<file path="config.mk">
export PLATFORM = sky130hd
export DESIGN_NAME = sic_pass_ctrl
export DESIGN_NICKNAME = d
export VERILOG_FILES = /design/src/rtl/sic_pkg.sv /design/src/rtl/sic_regs.sv /design/src/rtl/sic_rdmux.sv /design/src/rtl/sic_outstage.sv /design/src/rtl/sic_pass_ctrl.sv
export SDC_FILE = /design/constraint.sdc
export NUM_CORES = 1
export LEC_CHECK = 0
export BUFFER_PORTS_ARGS = -buffer_cell sky130_fd_sc_hd__buf_2
export CORE_UTILIZATION = 48
export DETAILED_ROUTE_END_ITERATION = 10
export GPL_ROUTABILITY_DRIVEN = 0
export PLACE_DENSITY = 0.77
export SYNTH_ARGS = -nofsm -noshare
export SYNTH_HDL_FRONTEND = slang
export SYNTH_HIERARCHICAL = 1
export SYNTH_SLANG_ARGS = --single-unit
</file>
<file path="constraint.sdc">
create_clock -name clk -period 1.74 [get_ports clk]
set_clock_uncertainty 0.15 [all_clocks]
set_input_delay 0.348 -clock clk [delete_from_list [all_inputs] [get_ports clk]]
set_output_delay 0.348 -clock clk [all_outputs]
set_load 0.03 [all_outputs]
</file>
<file path="src/rtl/sic_pkg.sv">
package sic_pkg;
  localparam int REG_MSTAT   = 0;
  localparam int REG_RAW     = 1;
  localparam int REG_EN      = 2;
  localparam int REG_ENCLR   = 3;
  localparam int REG_SOFT    = 4;
  localparam int REG_SOFTCLR = 5;
  localparam int REG_ROUTE   = 8;
  localparam int REG_ROUTECLR = 9;
endpackage

</file>
<file path="src/rtl/sic_regs.sv">
module sic_regs
  import sic_pkg::*;
#(
  parameter int NSRC  = 32,
  parameter int PT_LO = 21,
  parameter int PT_HI = 30,
  parameter int IDX_W = 10
) (
  input  logic             clk,
  input  logic             rst_n,
  input  logic             wr_en,
  input  logic [IDX_W-1:0] idx,
  input  logic [NSRC-1:0]  wdata,
  output logic [NSRC-1:0]  en_q,
  output logic [NSRC-1:0]  route_q
);
  function automatic logic [NSRC-1:0] band_mask();
    logic [NSRC-1:0] m;
    m = '0;
    for (int i = PT_LO; i <= PT_HI; i++) m[i] = 1'b1;
    return m;
  endfunction
  localparam logic [NSRC-1:0] ROUTE_MASK = band_mask();

  logic [NSRC-1:0] en_d, route_d;
  logic            upd;

  always_comb begin
    en_d    = en_q;
    route_d = route_q;
    upd     = 1'b0;
    if (wr_en) begin
      case (idx)
        IDX_W'(REG_EN):       begin en_d = en_q | wdata;  upd = 1'b1; end
        IDX_W'(REG_ENCLR):    begin en_d = en_q & ~wdata; upd = 1'b1; end
        IDX_W'(REG_SOFT):     begin if (|wdata) en_d[0] = 1'b1; upd = 1'b1; end
        IDX_W'(REG_SOFTCLR):  begin if (|wdata) en_d[0] = 1'b0; upd = 1'b1; end
        IDX_W'(REG_ROUTE):    begin route_d = route_q | (wdata & ROUTE_MASK); upd = 1'b1; end
        IDX_W'(REG_ROUTECLR): begin route_d = route_q & ~wdata; upd = 1'b1; end
        default: upd = 1'b0;
      endcase
    end
  end

  always_ff @(posedge clk or negedge rst_n) begin
    if (!rst_n) begin
      en_q    <= '0;
      route_q <= '0;
    end else if (upd) begin
      en_q    <= en_d;
      route_q <= route_d;
    end
  end

  AST_EN_SET: assert property (@(posedge clk) disable iff (!rst_n)
    (wr_en && idx == IDX_W'(REG_EN)) |=> ((en_q & $past(wdata)) == $past(wdata)));
  AST_EN_CLR: assert property (@(posedge clk) disable iff (!rst_n)
    (wr_en && idx == IDX_W'(REG_ENCLR)) |=> ((en_q & $past(wdata)) == '0));
  AST_SOFT_ZERO: assert property (@(posedge clk) disable iff (!rst_n)
    (wr_en && (idx == IDX_W'(REG_SOFT) || idx == IDX_W'(REG_SOFTCLR)) && wdata == '0)
      |=> $stable(en_q));
  AST_ROUTE_BAND: assert property (@(posedge clk) disable iff (!rst_n)
    (route_q & ~ROUTE_MASK) == '0);
endmodule

</file>
<file path="src/rtl/sic_rdmux.sv">
module sic_rdmux
  import sic_pkg::*;
#(
  parameter int NSRC  = 32,
  parameter int IDX_W = 10
) (
  input  logic             rd_en,
  input  logic [IDX_W-1:0] idx,
  input  logic [NSRC-1:0]  level_q,
  input  logic [NSRC-1:0]  en_q,
  input  logic [NSRC-1:0]  route_q,
  output logic [NSRC-1:0]  rdata
);
  always_comb begin
    rdata = '0;
    if (rd_en) begin
      case (idx)
        IDX_W'(REG_MSTAT): rdata = level_q & en_q;
        IDX_W'(REG_RAW):   rdata = level_q;
        IDX_W'(REG_EN):    rdata = en_q;
        IDX_W'(REG_SOFT):  rdata = {{(NSRC-1){1'b0}}, level_q[0]};
        IDX_W'(REG_ROUTE): rdata = route_q;
        default:           rdata = '0;
      endcase
    end
  end
endmodule

</file>
<file path="src/rtl/sic_outstage.sv">
module sic_outstage #(
  parameter int NSRC  = 32,
  parameter int PT_LO = 21,
  parameter int PT_HI = 30,
  parameter int COMB  = 31
) (
  input  logic            clk,
  input  logic            rst_n,
  input  logic [NSRC-1:0] src_i,
  input  logic [NSRC-1:0] en_q,
  input  logic [NSRC-1:0] route_q,
  output logic [NSRC-1:0] level_q,
  output logic [NSRC-1:0] irq_o
);
  logic [PT_HI:PT_LO] held_q, held_d;
  logic               held_upd;

  always_ff @(posedge clk or negedge rst_n) begin
    if (!rst_n) level_q <= '0;
    else        level_q <= src_i;
  end

  always_comb begin
    held_d   = held_q;
    held_upd = |route_q[PT_HI:PT_LO];
    for (int i = PT_LO; i <= PT_HI; i++)
      if (route_q[i]) held_d[i] = level_q[i];
  end

  always_ff @(posedge clk or negedge rst_n) begin
    if (!rst_n)        held_q <= '0;
    else if (held_upd) held_q <= held_d;
  end

  for (genvar g = 0; g < NSRC; g++) begin : g_line
    if (g == COMB) begin : g_comb
      assign irq_o[g] = |(level_q & en_q);
    end else if (g >= PT_LO && g <= PT_HI) begin : g_route
      assign irq_o[g] = route_q[g] ? level_q[g] : held_q[g];
      AST_HOLD_LINE: assert property (@(posedge clk) disable iff (!rst_n)
        (!route_q[g] && !$past(route_q[g])) |-> $stable(irq_o[g]));
    end else begin : g_tie
      assign irq_o[g] = 1'b0;
    end
  end

  AST_LOW_LINES: assert property (@(posedge clk) disable iff (!rst_n)
    irq_o[PT_LO-1:0] == '0);
  AST_COMB_FROM_SRC: assert property (@(posedge clk) disable iff (!rst_n)
    ($past(src_i & en_q) != '0 && $stable(en_q)) |-> irq_o[COMB]);
endmodule

</file>
<file path="src/rtl/sic_pass_ctrl.sv">
module sic_pass_ctrl #(
  parameter int NSRC  = 32,
  parameter int AW    = 12,
  parameter int PT_LO = 21,
  parameter int PT_HI = 30
) (
  input  logic            clk,
  input  logic            rst_n,
  input  logic [NSRC-1:0] src_i,
  input  logic            psel,
  input  logic            pwrite,
  input  logic [AW-1:0]   paddr,
  input  logic [NSRC-1:0] pwdata,
  output logic [NSRC-1:0] prdata,
  output logic [NSRC-1:0] irq_o
);
  localparam int IDX_W = AW - 2;
  localparam int COMB  = NSRC - 1;

  logic [IDX_W-1:0] idx;
  logic [NSRC-1:0]  en_q, route_q, level_q;
  logic             wr_en, rd_en;
  logic             unused_addr_lsb;

  assign idx             = paddr[AW-1:2];
  assign unused_addr_lsb = ^paddr[1:0];
  assign wr_en           = psel & pwrite;
  assign rd_en           = psel & ~pwrite;

  sic_regs #(.NSRC(NSRC), .PT_LO(PT_LO), .PT_HI(PT_HI), .IDX_W(IDX_W)) regs_i (
    .clk(clk), .rst_n(rst_n), .wr_en(wr_en), .idx(idx), .wdata(pwdata),
    .en_q(en_q), .route_q(route_q)
  );

  sic_outstage #(.NSRC(NSRC), .PT_LO(PT_LO), .PT_HI(PT_HI), .COMB(COMB)) out_i (
    .clk(clk), .rst_n(rst_n), .src_i(src_i), .en_q(en_q), .route_q(route_q),
    .level_q(level_q), .irq_o(irq_o)
  );

  sic_rdmux #(.NSRC(NSRC), .IDX_W(IDX_W)) rd_i (
    .rd_en(rd_en), .idx(idx), .level_q(level_q), .en_q(en_q), .route_q(route_q),
    .rdata(prdata)
  );

  AST_RAW_TRACK: assert property (@(posedge clk) disable iff (!rst_n)
    (rd_en && idx == IDX_W'(1)) |-> prdata == $past(src_i));
  AST_ROUTED_FOLLOW: assert property (@(posedge clk) disable iff (!rst_n)
    (route_q[PT_LO] && $stable(route_q[PT_LO])) |-> irq_o[PT_LO] == $past(src_i[PT_LO]));
endmodule

</file>
==> results of run 1 <==
-- worst max-delay path: stages, from the launching register on --
cell and delay, ns:
dfrtp_1 0.45, a22oi_2 0.21, nand4_1 0.14, or4_4 0.56, buf_6 0.16
-- where the power goes --
group	internal (uW)	switching, uW	leakage (uW)	total, uW
Sequential	2550	73.4	0.00123	2620
Combinational	515	578	0.00270	1090
Clock	869	960	0.000118	1830
Total	3930	1610	0.00405	5550
-- Yosys cell counts, drive strengths merged --
| cell type | count | area [um^2] |
|---|---|---|
| a2111o | 1 | 11.3 |
| a211o | 1 | 8.76 |
| a211oi | 2 | 27.5 |
| a21boi | 22 | 165 |
| a21oi | 42 | 323 |
| a22oi | 16 | 130 |
| a2bb2oi | 1 | 8.76 |
| a31oi | 10 | 62.6 |
| and2 | 1 | 7.51 |
| and2b | 1 | 8.76 |
| and3b | 1 | 8.76 |
| and4 | 1 | 8.76 |
| buf | 39 | 317 |
| clkbuf | 10 | 67.6 |
| conb | 1 | 3.75 |
| dfrtp | 106 | 2650 |
| inv | 32 | 120 |
| mux2 | 20 | 225 |
| mux2i | 32 | 320 |
| nand2 | 62 | 233 |
| nand3 | 1 | 5.00 |
| nand3b | 2 | 15.0 |
| nand4 | 6 | 37.5 |
| nor2 | 2 | 7.51 |
| nor3 | 2 | 10.0 |
| nor4 | 9 | 62.6 |
| nor4b | 4 | 65.1 |
| o211ai | 1 | 21.3 |
| o221ai | 31 | 272 |
| o22ai | 1 | 6.26 |
| or4 | 1 | 7.51 |
| or4b | 1 | 10.0 |
-- final cells by class --
| type | count | area [um^2] |
|---|---|---|
| repair buffers | 286 | 2590 |
| inverters | 32 | 120 |
| multi-input cells | 295 | 2890 |
| clock buffers | 10 | 138 |
| flip-flops and latches | 106 | 2650 |
| fillers | 521 | 1800 |
| diodes | 1 | 2.50 |
| well taps | 136 | 170 |
| clock inverters | 6 | 95.1 |
-- per-layer routing --
| layer | routed length (um) | up-vias | track usage (%) |
|---|---|---|---|
| met5 | 0 | - | 0 |
| met3 | 1570 | 98 | 6.07 |
| met4 | 1100 | 0 | 16.5 |
| li1 | - | 2176 | - |
| met1 | 7520 | 2596 | 38.8 |
| met2 | 10100 | 391 | 56.6 |
-- cell families after synthesis --
family | count (synthesis) | synth area share (%)
AOI/OAI and AO/OA | 128 | 19.8
DFF | 106 | 50.7
and+or+nand+nor | 94 | 9.31
buffers and inverters | 81 | 9.64
muxes | 52 | 10.4
other | 1 | 0.0717
-- layout by cell type (no fill, tap or decap), types with 2 or more instances in the layout --
cell / instances
o221ai_2: 31
nand4_1: 6
conb_1: 21
buf_4: 94
nand2_2: 47
dlygate4sd3_1: 33
a21oi_4: 31
buf_8: 4
mux2_4: 10
nand2_4: 6
nand2_1: 9
buf_6: 65
nor3_1: 2
inv_6: 3
mux2i_1: 32
inv_1: 32
buf_2: 70
bufinv_16: 2
nor4b_4: 4
a22oi_1: 8
mux2_2: 10
dfrtp_1: 105
nor4_1: 8
buf_12: 14
clkbuf_16: 4
a21boi_0: 22
a31oi_1: 10
nand3b_1: 2
clkbuf_8: 10
a21oi_2: 8
nor2_1: 2
a22oi_2: 8
a21oi_1: 3
-- stage by stage --
| step | setup slack, ns | area [um^2] |
|---|---|---|
| 4_1_cts | -0.616 | 8350 |
| 6_report | -0.666 | 8660 |
| 3_5_place_dp | -0.397 | 7250 |
| 2_1_floorplan | -0.193 | 5820 |
| 3_3_place_gp | -0.359 | 7250 |
| 5_1_grt | -0.712 | 8660 |
-- how the worst min path moves through the flow --
stage	start	endpoint	cells past startpoint
2_1_floorplan	rst_n	out_i/held_q[21]	0
3_3_place_gp	rst_n	out_i/level_q[10]	1
3_5_place_dp	rst_n	async pin	1
4_1_cts	pwdata[13]	regs_i/route_q[13]	2
5_1_grt	pwdata[13]	regs_i/route_q[13]	2
6_report	pwdata[13]	regs_i/route_q[13]	2
-- what timing repair did --
action | CTS | global route
hold buffers | 33 | 0
buffers inserted | 8 | 7
gates resized for setup | 117 | 79
gates cloned | 2 | 8
hold endpoints to repair | 60 | 0
pin swaps | 8 | 21
setup endpoints to repair | 43 | 72
==> reports/summary.md, run 1 <==
STA
* **final worst path period share** 138%
* **Min Hold Slack** 0.0255 ns
* **remaining max-slew budget at the tightest pin** 56.2%
* **count of pins over their slew limit** 0
* **crit path setup slack, layout** -0.666 ns
* **post-layout min period** 2.41 ns
* **count of final hold-check violations** 0
* **aggregate negative setup slack** -13.60 ns
* **unrepaired setup endpoints after global routing** yes
* **fmax** 416 MHz
* **slew at the pin with the worst max-slew slack** 0.650 ns
* **number of setup violations in the final report** 55

CTS
* **master cell of the clock root buffer** clkbuf_8
* **Bufs on Longest Clock Path** 2
* **number of sinks handled by clock tree synthesis** 106
* **insertion delay to the later sink of the worst-skew pair** 0.41 ns
* **H-tree Lvls** 3
* **TritonCTS clock tree** yes
* **clock transition at the registers of the reported paths** 0.11 ns
* **number of buffers created by CTS** 9

Global route
* **All-Layer GR Usage** 32.7%
* **largest net degree at the start of global routing** 35
* **global-route wire length before repair** 27.8 mm
* **vias in the first global route** 5296
* **antenna violations before repair** 1
* **overall overflow remaining after global route** 0

Worst setup path
* **worst path arrival time** 1.91 ns
* **path depth of the worst reg2reg path** 3
* **Setup crit end kind** primary output
* **maximum fanout along the worst path** 2
* **origin of the worst setup path** out_i/level_q[27]
* **critical path capture point** irq_o[31]
* **slack of the worst reg-to-reg path** 0.61 ns
* **Worst setup SP type** flip-flop
* **required arrival time at the worst endpoint** 1.24 ns
* **start-to-end type of the worst setup path** reg2out

Final layout
* **Final Instance Count excl. Fillers** 872
* **# nets final** 810
* **proportion of layout cells with a drive suffix above 1** 58.9%
* **Post-Route Utilization** 82.8%
* **area growth from synthesis to layout** 65.7%

Worst hold path
* **classification of the worst-slack hold path** in2reg

Floorplanning
* **Row Count** 37
* **number of ports placed on the die boundary** 144
* **starting utilization of the core area** 50.0%
* **CORE AREA** 10500 um^2
* **Die Height** 106 um
* **die area** 11300 um^2
* **die span in x** 106 um

Detailed routing
* **sum of routed wire length over all layers** 20.3 mm
* **number of violations reported at the end of detailed-routing iteration 0** 521
* **per-cell via count in the routed design** 6.03
* **DRT antenna net count** 0
* **WL/cell** 23.3 um
* **vias** 5261
* **post-route DRC violation count** 0
* **number of optimization iterations in the first detailed-route pass** 5

Logic synthesis
* **Yosys cell types** 40
* **netlist area before placement** 5230 um^2
* **mean cell area of the mapped netlist** 11.3 um^2
* **number of synthesized register bits** 106
* **Gate Count Post-Synth** 462
* **portion of the post-synthesis area used by sequential elements** 50.7%
* **YS warnings** 6

Placement
* **count of port buffers added during placement** 120
* **placed wire-length estimate** 11.2 mm
* **placed cells** 805

Power
* **static leakage** 0.00405 uW
* **maximum ir drop on the vdd rail** 492 uV
* **Pwr Total** 5550 uW
* **ratio of total power to cell area** 640 nW/um^2

Run
* **number of maximum-capacitance constraint violations** 0

Status
* **run status** complete, but fails checks
* **violated checks** setup timing

Note: power is estimated with default switching activity, not from simulation.
==> run 2: changes to the inputs <==
--- a/config.mk
+++ b/config.mk
@@ -5,11 +5,11 @@
 export SDC_FILE = /design/constraint.sdc
 export NUM_CORES = 1
 export LEC_CHECK = 0
-export BUFFER_PORTS_ARGS = -buffer_cell sky130_fd_sc_hd__buf_2
-export CORE_UTILIZATION = 48
+export CORE_UTILIZATION = 50
 export DETAILED_ROUTE_END_ITERATION = 10
+export DONT_BUFFER_PORTS = 1
 export GPL_ROUTABILITY_DRIVEN = 0
-export PLACE_DENSITY = 0.77
+export PLACE_DENSITY = 0.68
 export SYNTH_ARGS = -nofsm -noshare
 export SYNTH_HDL_FRONTEND = slang
 export SYNTH_HIERARCHICAL = 1
==> reports/summary.md, run 2 (same netlist as run 1, synthesis figures left out) <==
Placement
* **placed wire-length estimate** 9.81 mm
* **Placement Setup Slack** -0.262 ns
* **count of port buffers added during placement** 0
* **placed cells** 639

Floorplanning
* **number of ports placed on the die boundary** 144
* **starting utilization of the core area** 52.5%
* **CORE AREA** 9950 um^2
* **die span in x** 104 um
* **Die Height** 104 um
* **die area** 10900 um^2
* **Row Count** 36

Final layout
* **# nets final** 671
* **leading cell types in the layout, fill and taps excluded** dfrtp_1 (106), dlygate4sd3_1 (64), buf_4 (59)
* **Post-Route Utilization** 74.3%
* **proportion of layout cells with a drive suffix above 1** 38.4%
* **Final Instance Count excl. Fillers** 730
* **area growth from synthesis to layout** 41.4%
* **total area of multi-input combinational cells** 2800 um^2
* **count of filler cells inserted in the layout** 666
* **storage element area** 2650 um^2
* **commonest non-fill, non-tap cell in the layout** dfrtp_1

Detailed routing
* **number of optimization iterations in the first detailed-route pass** 4
* **vias** 4305
* **post-route DRC violation count** 0
* **WL/cell** 22.9 um
* **per-cell via count in the routed design** 5.90
* **number of violations reported at the end of detailed-routing iteration 0** 223
* **DRT antenna net count** 0
* **sum of routed wire length over all layers** 16.7 mm

STA
* **crit path setup slack, layout** -0.552 ns
* **fmax** 436 MHz
* **count of final hold-check violations** 106
* **Min Hold Slack** -0.490 ns
* **post-layout min period** 2.29 ns
* **unrepaired setup endpoints after global routing** yes
* **final worst path period share** 132%
* **count of pins over their slew limit** 0
* **number of setup violations in the final report** 35

CTS
* **number of buffers created by CTS** 9
* **clock transition at the registers of the reported paths** 0.10 ns
* **insertion delay to the later sink of the worst-skew pair** 0.38 ns
* **master cell of the clock root buffer** clkbuf_8
* **number of sinks handled by clock tree synthesis** 106
* **TritonCTS clock tree** yes
* **H-tree Lvls** 3
* **Bufs on Longest Clock Path** 2
* **hold buffer count at cts** 65

Worst setup path
* **Worst R2R Start** out_i/level_q[23]
* **cell-by-cell trace of the critical path** a22oi_2 -> nand4_1 -> or4_4
* **Worst setup SP type** flip-flop
* **slack of the worst reg-to-reg path** 0.65 ns
* **highest-delay cell along the critical path** or4_4
* **required arrival time at the worst endpoint** 1.24 ns
* **origin of the worst setup path** out_i/level_q[16]
* **Crit Reg-Reg Endpoint** out_i/held_q[23]
* **max incr delay on CP** 0.63 ns
* **family with the most delay on the worst path** simple AND/OR/NAND/NOR gates
* **worst path arrival time** 1.79 ns
* **path depth of the worst reg2reg path** 2
* **Setup crit end kind** primary output
* **maximum fanout along the worst path** 2
* **start-to-end type of the worst setup path** reg2out
* **sum of buffers and inverters on the critical path** 0

Global route
* **antenna violations before repair** 1
* **All-Layer GR Usage** 31.8%
* **global-route wire length before repair** 26.0 mm
* **overall overflow remaining after global route** 0
* **largest net degree at the start of global routing** 107
* **vias in the first global route** 4650

Power
* **static leakage** 0.00316 uW
* **maximum ir drop on the vdd rail** 629 uV
* **ratio of total power to cell area** 642 nW/um^2

Status
* **run status** complete, but fails checks
* **violated checks** hold timing, setup timing

Run
* **number of maximum-capacitance constraint violations** 0

Worst hold path
* **classification of the worst-slack hold path** in2async

==> run 2: changes by cell type in the layout (fill, tap and decap cells not counted), moves of 17 or more <==
cell / change
buf_2: -70
buf_6: -52
buf_4: -35
dlygate4sd3_1: +31
nand2_1: +23
nand2_2: -17
==> run 2: worst max-delay path by stage <==
stage	endpoint	slack [ns]	cells after the start
6_report	irq_o[31]	-0.55	3
5_1_grt	irq_o[31]	-0.59	3
4_1_cts	irq_o[31]	-0.55	3
3_5_place_dp	prdata[31]	-0.26	6
3_3_place_gp	prdata[31]	-0.24	6
2_1_floorplan	prdata[10]	-0.19	5
==> run 2: cell type report <==
class / count / share of cell area (%)
antenna: 1 / 0.0338
clock buffer: 11 / 1.91
clock inverter: 5 / 0.525
inverter: 32 / 1.62
multi-input combinational: 295 / 37.9
sequential: 106 / 35.9
tap: 133 / 2.25
timing repair buffer: 147 / 19.9
==> run 2: metal layers <==
metal,vias up,wire length [um],global-route usage [%]
li1,1898,-,-
met1,2174,6690,40.1
met2,195,8430,53.1
met3,38,1110,7.02
met4,0,459,12.3
met5,-,0,0
==> run 2: metrics by stage <==
stage	hold WS [ns]	setup TNS (ns)	power (uW)	cell area, um^2
2_1_floorplan	-0.0976	-8.66	3090	5820
3_3_place_gp	-0.0927	-11.86	3100	6230
3_5_place_dp	-0.0934	-15.18	3120	6230
4_1_cts	-0.509	-8.92	4750	7330
5_1_grt	-0.525	-8.63	4920	7390
6_report	-0.490	-7.28	4750	7390
==> run 2: repair_timing <==
action,4_1_cts,5_1_grt
resized for setup,30,18
setup endpoints to repair,43,39
setup buffers,5,3
hold endpoints to repair,202,106
pin swaps,12,9
cloned,4,1
==> run 2: worst register-to-register path: stages (launching register included) <==
cell     delay, ns
dfrtp_1       0.43
buf_6         0.14
mux2_2        0.26
==> run 2: report_power, final <==
| part | leakage (uW) | switching (uW) | internal [uW] |
|---|---|---|---|
| clock network | 0.0000899 | 865 | 569 |
| registers | 0.00124 | 68.6 | 2550 |
| logic | 0.00183 | 362 | 338 |
